[src/rtl/cdc_pkg.sv]
package cdc_pkg;
  typedef enum logic [2:0] {
    CYC_IDLE,
    CYC_READ,
    CYC_WRITE,
    CYC_RFSH,
    CYC_SELF
  } cyc_e;
endpackage

[src/rtl/cdc_addr_latch.sv]
module cdc_addr_latch #(
  parameter int COL_W = 9,
  parameter int DQ_W  = 36
) (
  input  logic             clk,
  input  logic             rst_n,
  input  logic             cal_n,
  input  logic [COL_W-1:0] col_in,
  input  logic [DQ_W-1:0]  dq_in,
  output logic [COL_W-1:0] col_out,
  output logic [DQ_W-1:0]  dq_out
);
  logic [COL_W-1:0] col_hold;
  logic [DQ_W-1:0]  dq_hold;

  // column side: open while strobe high, data side: open while strobe low
  always_ff @(posedge clk or negedge rst_n) begin
    if (!rst_n) begin
      col_hold <= '0;
      dq_hold  <= '0;
    end else if (cal_n) begin
      col_hold <= col_in;
    end else begin
      dq_hold  <= dq_in;
    end
  end

  assign col_out = cal_n ? col_in : col_hold;
  assign dq_out  = cal_n ? dq_hold : dq_in;

  AST_COL_HOLD: assert property (@(posedge clk) disable iff (!rst_n)
    (!cal_n && $past(!cal_n)) |-> $stable(col_out));
endmodule

[src/rtl/cdc_refresh_ctr.sv]
module cdc_refresh_ctr #(
  parameter int ROW_W       = 11,
  parameter int SR_INTERVAL = 16
) (
  input  logic             clk,
  input  logic             rst_n,
  input  logic             step,
  input  logic             sr_run,
  output logic [ROW_W-1:0] count
);
  localparam int TW = (SR_INTERVAL > 2) ? $clog2(SR_INTERVAL) : 1;
  localparam logic [TW-1:0] TLAST = TW'(SR_INTERVAL - 1);

  logic [TW-1:0] timer;
  logic          tick;

  assign tick = sr_run && (timer == TLAST);

  always_ff @(posedge clk or negedge rst_n) begin
    if (!rst_n) begin
      timer <= '0;
      count <= '0;
    end else begin
      if (!sr_run || tick) timer <= '0;
      else                 timer <= timer + 1'b1;
      if (step || tick)    count <= count + 1'b1;
    end
  end

  AST_COUNT_STEP: assert property (@(posedge clk) disable iff (!rst_n)
    (count != $past(count)) |-> (count == ROW_W'($past(count) + 1'b1)));
endmodule

[src/rtl/cdc_last_row.sv]
module cdc_last_row #(
  parameter int ROW_W = 11
) (
  input  logic             clk,
  input  logic             rst_n,
  input  logic [ROW_W-1:0] row_in,
  input  logic             load,
  output logic             hit
);
  logic [ROW_W-1:0] lrr;
  logic             lrr_ok;

  always_ff @(posedge clk or negedge rst_n) begin
    if (!rst_n) begin
      lrr    <= '0;
      lrr_ok <= 1'b0;
    end else if (load) begin
      lrr    <= row_in;
      lrr_ok <= 1'b1;
    end
  end

  assign hit = lrr_ok && (row_in == lrr);

  AST_LOAD_ONLY_MISS: assert property (@(posedge clk) disable iff (!rst_n)
    load |=> (lrr_ok && lrr == $past(row_in)));
endmodule

[src/rtl/cdram_cycle_ctrl.sv]
module cdram_cycle_ctrl
  import cdc_pkg::*;
#(
  parameter int ROW_W       = 11,
  parameter int COL_W       = 9,
  parameter int DQ_W        = 36,
  parameter int SR_INTERVAL = 16
) (
  input  logic             clk,
  input  logic             rst_n,
  input  logic             re_n,
  input  logic             cal_n,
  input  logic             we_n,
  input  logic             wr_sel,
  input  logic             rfsh_n,
  input  logic             cs_n,
  input  logic [ROW_W-1:0] addr,
  input  logic [DQ_W-1:0]  dq_in,
  output logic             read_start,
  output logic             write_start,
  output logic             refresh_start,
  output logic             ext_refresh,
  output logic             cache_hit,
  output logic             self_refresh_active,
  output logic [ROW_W-1:0] row_addr,
  output logic [COL_W-1:0] col_addr,
  output logic [ROW_W-1:0] refresh_row,
  output logic [ROW_W-1:0] refresh_count,
  output logic [DQ_W-1:0]  dq_out
);
  cyc_e cyc;
  logic re_q, cal_q, cal_seen;
  logic re_fall, re_rise, cal_fall;
  logic sr_pattern, row_hit, lrr_load, ctr_step, sr_run;

  assign re_fall    = re_q & ~re_n;
  assign re_rise    = ~re_q & re_n;
  assign cal_fall   = cal_q & ~cal_n;
  assign sr_pattern = cs_n & wr_sel & rfsh_n & we_n & ~cal_n;

  assign lrr_load = re_fall && (cyc == CYC_IDLE) && rfsh_n && !cs_n
                    && !wr_sel && !row_hit;
  assign ctr_step = re_rise && (cyc == CYC_RFSH);
  assign sr_run   = (cyc == CYC_SELF) && !re_n;
  assign self_refresh_active = (cyc == CYC_SELF);

  always_ff @(posedge clk or negedge rst_n) begin
    if (!rst_n) begin
      re_q  <= 1'b1;
      cal_q <= 1'b1;
    end else begin
      re_q  <= re_n;
      cal_q <= cal_n;
    end
  end

  always_ff @(posedge clk or negedge rst_n) begin
    if (!rst_n) begin
      cyc           <= CYC_IDLE;
      cal_seen      <= 1'b0;
      read_start    <= 1'b0;
      write_start   <= 1'b0;
      refresh_start <= 1'b0;
      ext_refresh   <= 1'b0;
      cache_hit     <= 1'b0;
      row_addr      <= '0;
      refresh_row   <= '0;
    end else begin
      read_start    <= 1'b0;
      write_start   <= 1'b0;
      refresh_start <= 1'b0;
      ext_refresh   <= 1'b0;
      cache_hit     <= 1'b0;
      if (re_fall && cyc == CYC_IDLE) begin
        if (!rfsh_n) begin
          cyc           <= CYC_RFSH;
          refresh_start <= 1'b1;
          refresh_row   <= refresh_count;
        end else if (sr_pattern) begin
          cyc <= CYC_SELF;
        end else if (!cs_n) begin
          row_addr <= addr;
          if (wr_sel) begin
            cyc      <= CYC_WRITE;
            cal_seen <= 1'b0;
          end else begin
            cyc <= CYC_READ;
            if (row_hit) cache_hit  <= 1'b1;
            else         read_start <= 1'b1;
          end
        end
      end else if (re_rise && cyc != CYC_IDLE) begin
        if (cyc == CYC_WRITE && !cal_seen) begin
          ext_refresh <= 1'b1;
          refresh_row <= row_addr;
        end
        cyc <= CYC_IDLE;
      end else if (cyc == CYC_WRITE && cal_fall) begin
        cal_seen <= 1'b1;
        if (!we_n) write_start <= 1'b1;
      end
    end
  end

  cdc_addr_latch #(.COL_W(COL_W), .DQ_W(DQ_W)) u_latch (
    .clk    (clk),
    .rst_n  (rst_n),
    .cal_n  (cal_n),
    .col_in (addr[COL_W-1:0]),
    .dq_in  (dq_in),
    .col_out(col_addr),
    .dq_out (dq_out)
  );

  cdc_refresh_ctr #(.ROW_W(ROW_W), .SR_INTERVAL(SR_INTERVAL)) u_ctr (
    .clk   (clk),
    .rst_n (rst_n),
    .step  (ctr_step),
    .sr_run(sr_run),
    .count (refresh_count)
  );

  cdc_last_row #(.ROW_W(ROW_W)) u_lrr (
    .clk   (clk),
    .rst_n (rst_n),
    .row_in(addr),
    .load  (lrr_load),
    .hit   (row_hit)
  );

  AST_ONE_PULSE: assert property (@(posedge clk) disable iff (!rst_n)
    $onehot0({read_start, write_start, refresh_start, ext_refresh, cache_hit}));
  AST_WRITE_STROBES: assert property (@(posedge clk) disable iff (!rst_n)
    write_start |-> $past(!cal_n && !we_n));
  AST_HIT_IS_READ: assert property (@(posedge clk) disable iff (!rst_n)
    cache_hit |-> $past(!wr_sel && rfsh_n && !cs_n));
  AST_SELF_STAYS: assert property (@(posedge clk) disable iff (!rst_n)
    (self_refresh_active && !re_n) |=> self_refresh_active);
  AST_RFSH_STROBE: assert property (@(posedge clk) disable iff (!rst_n)
    refresh_start |-> $past(!rfsh_n && !re_n));
endmodule

[config.mk]
export PLATFORM = sky130hd
export DESIGN_NAME = cdram_cycle_ctrl
export DESIGN_NICKNAME = d
export VERILOG_FILES = /design/src/rtl/cdc_pkg.sv /design/src/rtl/cdc_addr_latch.sv /design/src/rtl/cdc_refresh_ctr.sv /design/src/rtl/cdc_last_row.sv /design/src/rtl/cdram_cycle_ctrl.sv
export SDC_FILE = /design/constraint.sdc
export NUM_CORES = 1
export LEC_CHECK = 0
export CAP_MARGIN = 5
export CORE_MARGIN = 2
export CORE_UTILIZATION = 23
export DETAILED_ROUTE_END_ITERATION = 6
export SYNTH_ARGS = -nofsm -noshare
export SYNTH_HDL_FRONTEND = slang
export SYNTH_SLANG_ARGS = --single-unit
[constraint.sdc]
create_clock -name clk -period 3.4 [get_ports clk]
set_input_delay 0.68 -clock clk [delete_from_list [all_inputs] [get_ports clk]]
set_output_delay 0.68 -clock clk [all_outputs]
set_load 0.02 [all_outputs]
==> metrics, run 1 <==
Final ANT Viol Nets=0; Worst EP arrival=2.29 ns; Hold Vio Cnt, Final=0; setup violators final=0; non-filler cells, final=692; CTS tree=built; crit path to=col_addr[1]; Tot Pwr=4.02 mW; clk slew on worst S/H paths=0.07 ns; grt ovf=0; syn_area_per_cell=13.8 um^2; Mapped Cells=311; Crit Reg-Reg Startpoint=re_q; Multi-input gate area=1590 um^2; most common cell after layout, fill and taps aside=clkdlybuf4s50_1; Rows=50; placed insts=677; Die Area=19800 um^2; GPL Wtd Cong=0.760; Die W=141 um; FF+latch count, synth=105; Initial Util=0.232; multiplexer share of the synthesized area=0.203; IO Count=139; DRC viols=0; VDD IR-drop max=0.213 mV; CTS root buf=clkbuf_16; synth top area cells=dfrtp_1, mux2_2, xnor2_1; Power Dens Cells=640 nW/um^2; post-route cell area=6290 um^2; R2R Setup Slk=1.37 ns; hold slack final=0.435 ns; Period minus WS final=2.97 ns; post-synthesis sequential area ratio=0.611; Die H=141 um; worst setup path category=primary input to output port; vias per cell=4.21; first-pass GRT wire length=17300 um; reg2reg path depth=4; largest net degree at the start of global routing=67; Cell variety after synth=37; fin crit share=0.874; Synth top area share=0.599; placed cell areas=5980 um^2; DR WL met3=478 um; Worst R2R End=refresh_row[3]; diode count=0; final core utilization=0.340; Skew-Pair Late Insertion Delay=0.35 ns; clock buffer count from CTS=9; ratio of cells with drive above 1 in the final layout=0.212; Core Footprint=18500 um^2; Met2 Wirelength=5770 um; crit path launch=cal_n; layout net count=511; ys async rst share=1.00; wire per inst=15.6 um; leakage=2.65 nW; GRT Resource Usage Total=0.113; Resize count post-CTS=0; starting DRC count in detailed routing=134; WP data required=2.72 ns; pre-CTS WS=0.410 ns; worst hold path type=primary input to async pin; Area Overhead vs Synth=46.1%; Worst-Margin Slew=0.845 ns; RSZ-0062 raised after global routing=no; YS warnings=0; largest area contributor in the netlist=dfrtp_1; count of input and output buffers=138; CTS sink count=105; CP max FO=30; most frequent cells in the layout=clkdlybuf4s50_1, dfrtp_1, mux2_2; Final WS setup=0.427 ns; synthesized cell area=4310 um^2; status=completed; Metal-1 WL=4310 um; adder-cell share of the synthesized area=0.00581; setup_tns=0 ns; startpoint class of the critical path=primary input; # hold bufs at CTS=0; Slew HR=0.437; FILL cells=1815; Post-synth EDFFs=0; nature of the critical path endpoint=output port; Syn Nets=368; uppermost layer routed=met4; Synth Flop Type=dfrtp_1; sequential cell area=2630 um^2; xor/xnor cell area share of the yosys netlist=0.0468; Post-CTS Setup Bufs=0; number of global-route vias before repair=3172; Synth Area in Compound Gates=0.0285; Total Wirelength=10800 um; skew final=0.00238 ns; largest family of logic cells by synthesized area=multiplexers; Fmax=0.336 GHz; simple-gate share of the synthesized area=0.0851; initial antenna violation count=0; HPWL after detailed placement=8170 um; max_cap viols=0; htree depth=3; DRT Pass-1 Iters=4; deepest clock path buffer count=2; total number of vias=2915; Final Max Tran Viols=0
[worst min path at each step]
stage	start	endpoint	slack, ns	depth (start not counted)
after global routing	u_ctr.timer[0]	u_ctr.timer[0]	0.49	1
final	rst_n	u_latch.dq_hold[7]	0.43	1
after global placement	u_ctr.timer[0]	u_ctr.timer[0]	0.44	1
after CTS	rst_n	u_latch.dq_hold[7]	0.47	1
after floorplan	rst_n	cache_hit	0.38	0
after detailed placement	u_lrr.lrr_ok	u_lrr.lrr_ok	0.46	1
[synthesized netlist by cell type (all sizes together) (3+ instances only)]
master	n
mux2i	11
nor2	11
mux2	68
dfrtp	103
inv	5
nand4	6
nand2b	5
xnor2	15
buf	8
nand2	18
nor3	4
clkbuf	4
o21ai	15
nand3	5
xor2	8
and2	3
[metal layers]
| layer | vias up | GRT usage |
|---|---|---|
| met5 | - | 0 |
| met3 | 16 | 0.0275 |
| met2 | 59 | 0.200 |
| li1 | 1365 | - |
| met4 | 0 | 0.0500 |
| met1 | 1475 | 0.130 |
[kinds of logic (layout without fill, tap and decap cells)]
logic type / after synthesis / in the layout
flops: 105 / 105
mux: 79 / 79
simple gates: 64 / 64
xor+xnor: 23 / 23
compound gates: 21 / 21
buf+inv: 17 / 164
fa+ha+maj: 2 / 2
[critical path, cell delays in order]
cell	delay (ns)
buf_2	0.39
buf_12	0.26
mux2_2	0.37
clkdlybuf4s50_1	0.56
[flip-flops by register name (all words and copies together) (netlist names)]
register          flops
u_lrr.lrr            11
ext_refresh           1
u_latch.col_hold      9
u_ctr.count          11
write_start           1
re_q                  1
read_start            1
refresh_start         1
cache_hit             1
u_lrr.lrr_ok          1
refresh_row          11
cyc                   3
row_addr             11
u_latch.dq_hold      36
cal_seen              1
cal_q                 1
u_ctr.timer           4
[final cells by class]
type,instances,area share
Sequential cell,105,0.418
Multi-Input combinational cell,189,0.253
Timing Repair Buffer,144,0.230
Tap cell,234,0.0466
Clock buffer,12,0.0392
Clock inverter,3,0.0103
Inverter,5,0.00298
[where the power goes]
group | internal, mW | switching (mW) | total (mW) | leakage (nW)
registers | 1.51 | 0.192 | 1.70 | 1.28
logic | 0.639 | 0.572 | 1.21 | 1.21
clock network | 0.661 | 0.448 | 1.11 | 0.153
(Power assumes the default switching activity.)
==> inputs of run 2 (changes only) <==
HOLD_SLACK_MARGIN = 0.08   (was not set)
==> results of run 2 <==
No change in the layout: final DEF, timing and power equal those of run 1.
==> inputs of run 3 (changes only) <==
CELL_PAD_IN_SITES_DETAIL_PLACEMENT = 1   (was not set)
CELL_PAD_IN_SITES_GLOBAL_PLACEMENT = 2   (was not set)
PLACE_DENSITY_LB_ADDON = 0.12   (was not set)
==> run 3 against run 2 <==
Compared with the run above:
- core utilization grew 0.15 points
- sequential share of layout area shrank 0.18 points
- worst setup slack better by 0.24 ns
- first-iteration DRC count down 46%
- maximum frequency grew 8.8%
- clock power about the same
- design area grew 0.44%
- power grew 1.3%
- critical path type unchanged
- combinational power hardly changed
- count of clock-buffer cells in the layout is 3 lower
- via count about the same
- die area stayed put
==> metrics, run 3 (synthesis gave the netlist of run 1 again) <==
CTS sink count=105 (unchanged); Skew-Pair Late Insertion Delay=0.35 ns (about the same); Power Dens Cells=646 nW/um^2 (was 640 nW/um^2); layout net count=514 (was 511); VDD IR-drop max=0.283 mV (was 0.213 mV); Total Wirelength=11400 um (was 10800 um); Fmax=0.366 GHz (was 0.336 GHz); hold slack final=0.314 ns (was 0.435 ns); clock buffer count from CTS=9 (unchanged); max reg flops=36 (unchanged); WP data required=2.72 ns (about the same); initial antenna violation count=0 (unchanged); Int Pwr=2.81 mW (about the same); worst hold path type=primary input to async pin (unchanged); first-pass GRT wire length=18300 um (was 17300 um); Post-CTS Setup Bufs=0 (unchanged); Worst EP arrival=2.05 ns (was 2.29 ns); count of input and output buffers=138 (unchanged); R2R Setup Slk=1.36 ns (was 1.37 ns); setup_tns=0 ns (unchanged); deepest clock path buffer count=2 (unchanged); final core utilization=0.341 (was 0.340); IO Count=139 (unchanged); pre-CTS WS=0.612 ns (was 0.410 ns); placed cell areas=5990 um^2 (was 5980 um^2); Switching Fraction=0.312 (was 0.301); Area Overhead vs Synth=46.7% (was 46.1%); CTS tree=built (unchanged); NetSw=1.27 mW (was 1.21 mW); worst setup path category=primary input to output port (unchanged); non-filler cells, final=696 (was 692); startpoint class of the critical path=primary input (unchanged); Final WS setup=0.667 ns (was 0.427 ns); DRT Pass-1 Iters=4 (unchanged); Worst R2R End=u_ctr.count[9] (was refresh_row[3]); skew final=0.00858 ns (was 0.00238 ns); diode count=0 (unchanged); total number of vias=2916 (was 2915); setup violators final=0 (unchanged); sequential cell area=2630 um^2 (unchanged); Die W=141 um (unchanged); starting DRC count in detailed routing=72 (was 134); number of global-route vias before repair=3250 (was 3172); Resize count post-CTS=0 (unchanged); leakage=2.67 nW (was 2.65 nW); Clock power frac=0.280 (was 0.276); RSZ-0062 raised after global routing=no (unchanged); Comb pwr share=0.297 (was 0.301); Rows=50 (unchanged); placed insts=680 (was 677); Final ANT Viol Nets=0 (unchanged); status=completed (unchanged); GRT Resource Usage Total=0.120 (was 0.113); max_cap viols=0 (unchanged); Multi-input gate area=1590 um^2 (unchanged); Final Max Tran Viols=0 (unchanged); Die Area=19800 um^2 (unchanged); most frequent cells in the layout=clkdlybuf4s50_1, dfrtp_1, mux2_2 (unchanged); grt ovf=0 (unchanged); Crit Reg-Reg Startpoint=cyc[1] (was re_q); most flop-heavy register=u_latch.dq_hold (unchanged); GPL Wtd Cong=0.693 (was 0.760); FILL cells=2006 (was 1815); Initial Util=0.232 (unchanged); vias per cell=4.19 (was 4.21); most common cell after layout, fill and taps aside=clkdlybuf4s50_1 (unchanged); HPWL after detailed placement=8450 um (was 8170 um); htree depth=3 (unchanged); Period minus WS final=2.73 ns (was 2.97 ns); ratio of cells with drive above 1 in the final layout=0.223 (was 0.212); Slew HR=0.613 (was 0.437); CTS root buf=clkbuf_16 (unchanged); Core Footprint=18500 um^2 (unchanged); post-route cell area=6320 um^2 (was 6290 um^2); Die H=141 um (unchanged); largest net degree at the start of global routing=49 (was 67); reg2reg path depth=4 (unchanged); Worst-Margin Slew=0.580 ns (was 0.845 ns); CP max FO=4 (was 30); share of power burned in registers=0.423 (was 0.424); clk slew on worst S/H paths=0.07 ns (about the same); Tot Pwr=4.08 mW (was 4.02 mW); fin crit share=0.804 (was 0.874); Hold Vio Cnt, Final=0 (unchanged); DRC viols=0 (unchanged); wire per inst=16.3 um (was 15.6 um); # hold bufs at CTS=0 (unchanged); nature of the critical path endpoint=output port (unchanged)
## run 3: cell count changes in the layout (fill, tap and decap cells not counted)
cell	change
buf_4	+4
inv_6	+1
clkbuf_1	-2
clkinv_2	-1
clkinv_4	+4
buf_12	-1
clkbuf_8	-1
## run 3: worst max-delay path by stage
stage / endpoint / slack [ns] / from / depth (start not counted)
global placement: u_ctr.count[9] / 0.65 / re_n / 5
CTS: col_addr[7] / 0.64 / addr[7] / 3
floorplan: col_addr[0] / 0.96 / cal_n / 3
global route: col_addr[7] / 0.60 / addr[7] / 3
finish: col_addr[7] / 0.67 / addr[7] / 3
detailed placement: u_ctr.count[9] / 0.61 / re_n / 5
## run 3: per-layer routing
| metal | part of all wire | routed length, um | vias to the layer above | GRT usage |
|---|---|---|---|---|
| met2 | 0.48 | 5400 | 67 | 0.187 |
| met5 | 0 | 0 | - | 0 |
| li1 | - | - | 1376 | - |
| met4 | 0.014 | 164 | 0 | 0.0458 |
| met1 | 0.46 | 5200 | 1463 | 0.159 |
| met3 | 0.053 | 601 | 10 | 0.0346 |
## run 3: worst max-delay path: stages
cell	delay (ns)
clkdlybuf4s50_1	0.55
mux2_2	0.20
clkdlybuf4s50_1	0.62
## run 3: area by class of cell
cell class / count / area share
inverter: 5 / 0.00297
multi-input combinational: 189 / 0.252
clock inverter: 7 / 0.0164
tap: 234 / 0.0464
timing repair buffer: 147 / 0.230
clock buffer: 9 / 0.0357
sequential: 105 / 0.416
## run 3: power groups by stage
stage	combinational, mW	clock, mW	sequential, mW
after global routing	1.31	1.26	1.77
after detailed placement	1.23	0	1.76
after CTS	1.24	1.20	1.74
after floorplan	0.470	0	1.85
after global placement	1.21	0	1.75
final	1.21	1.14	1.73
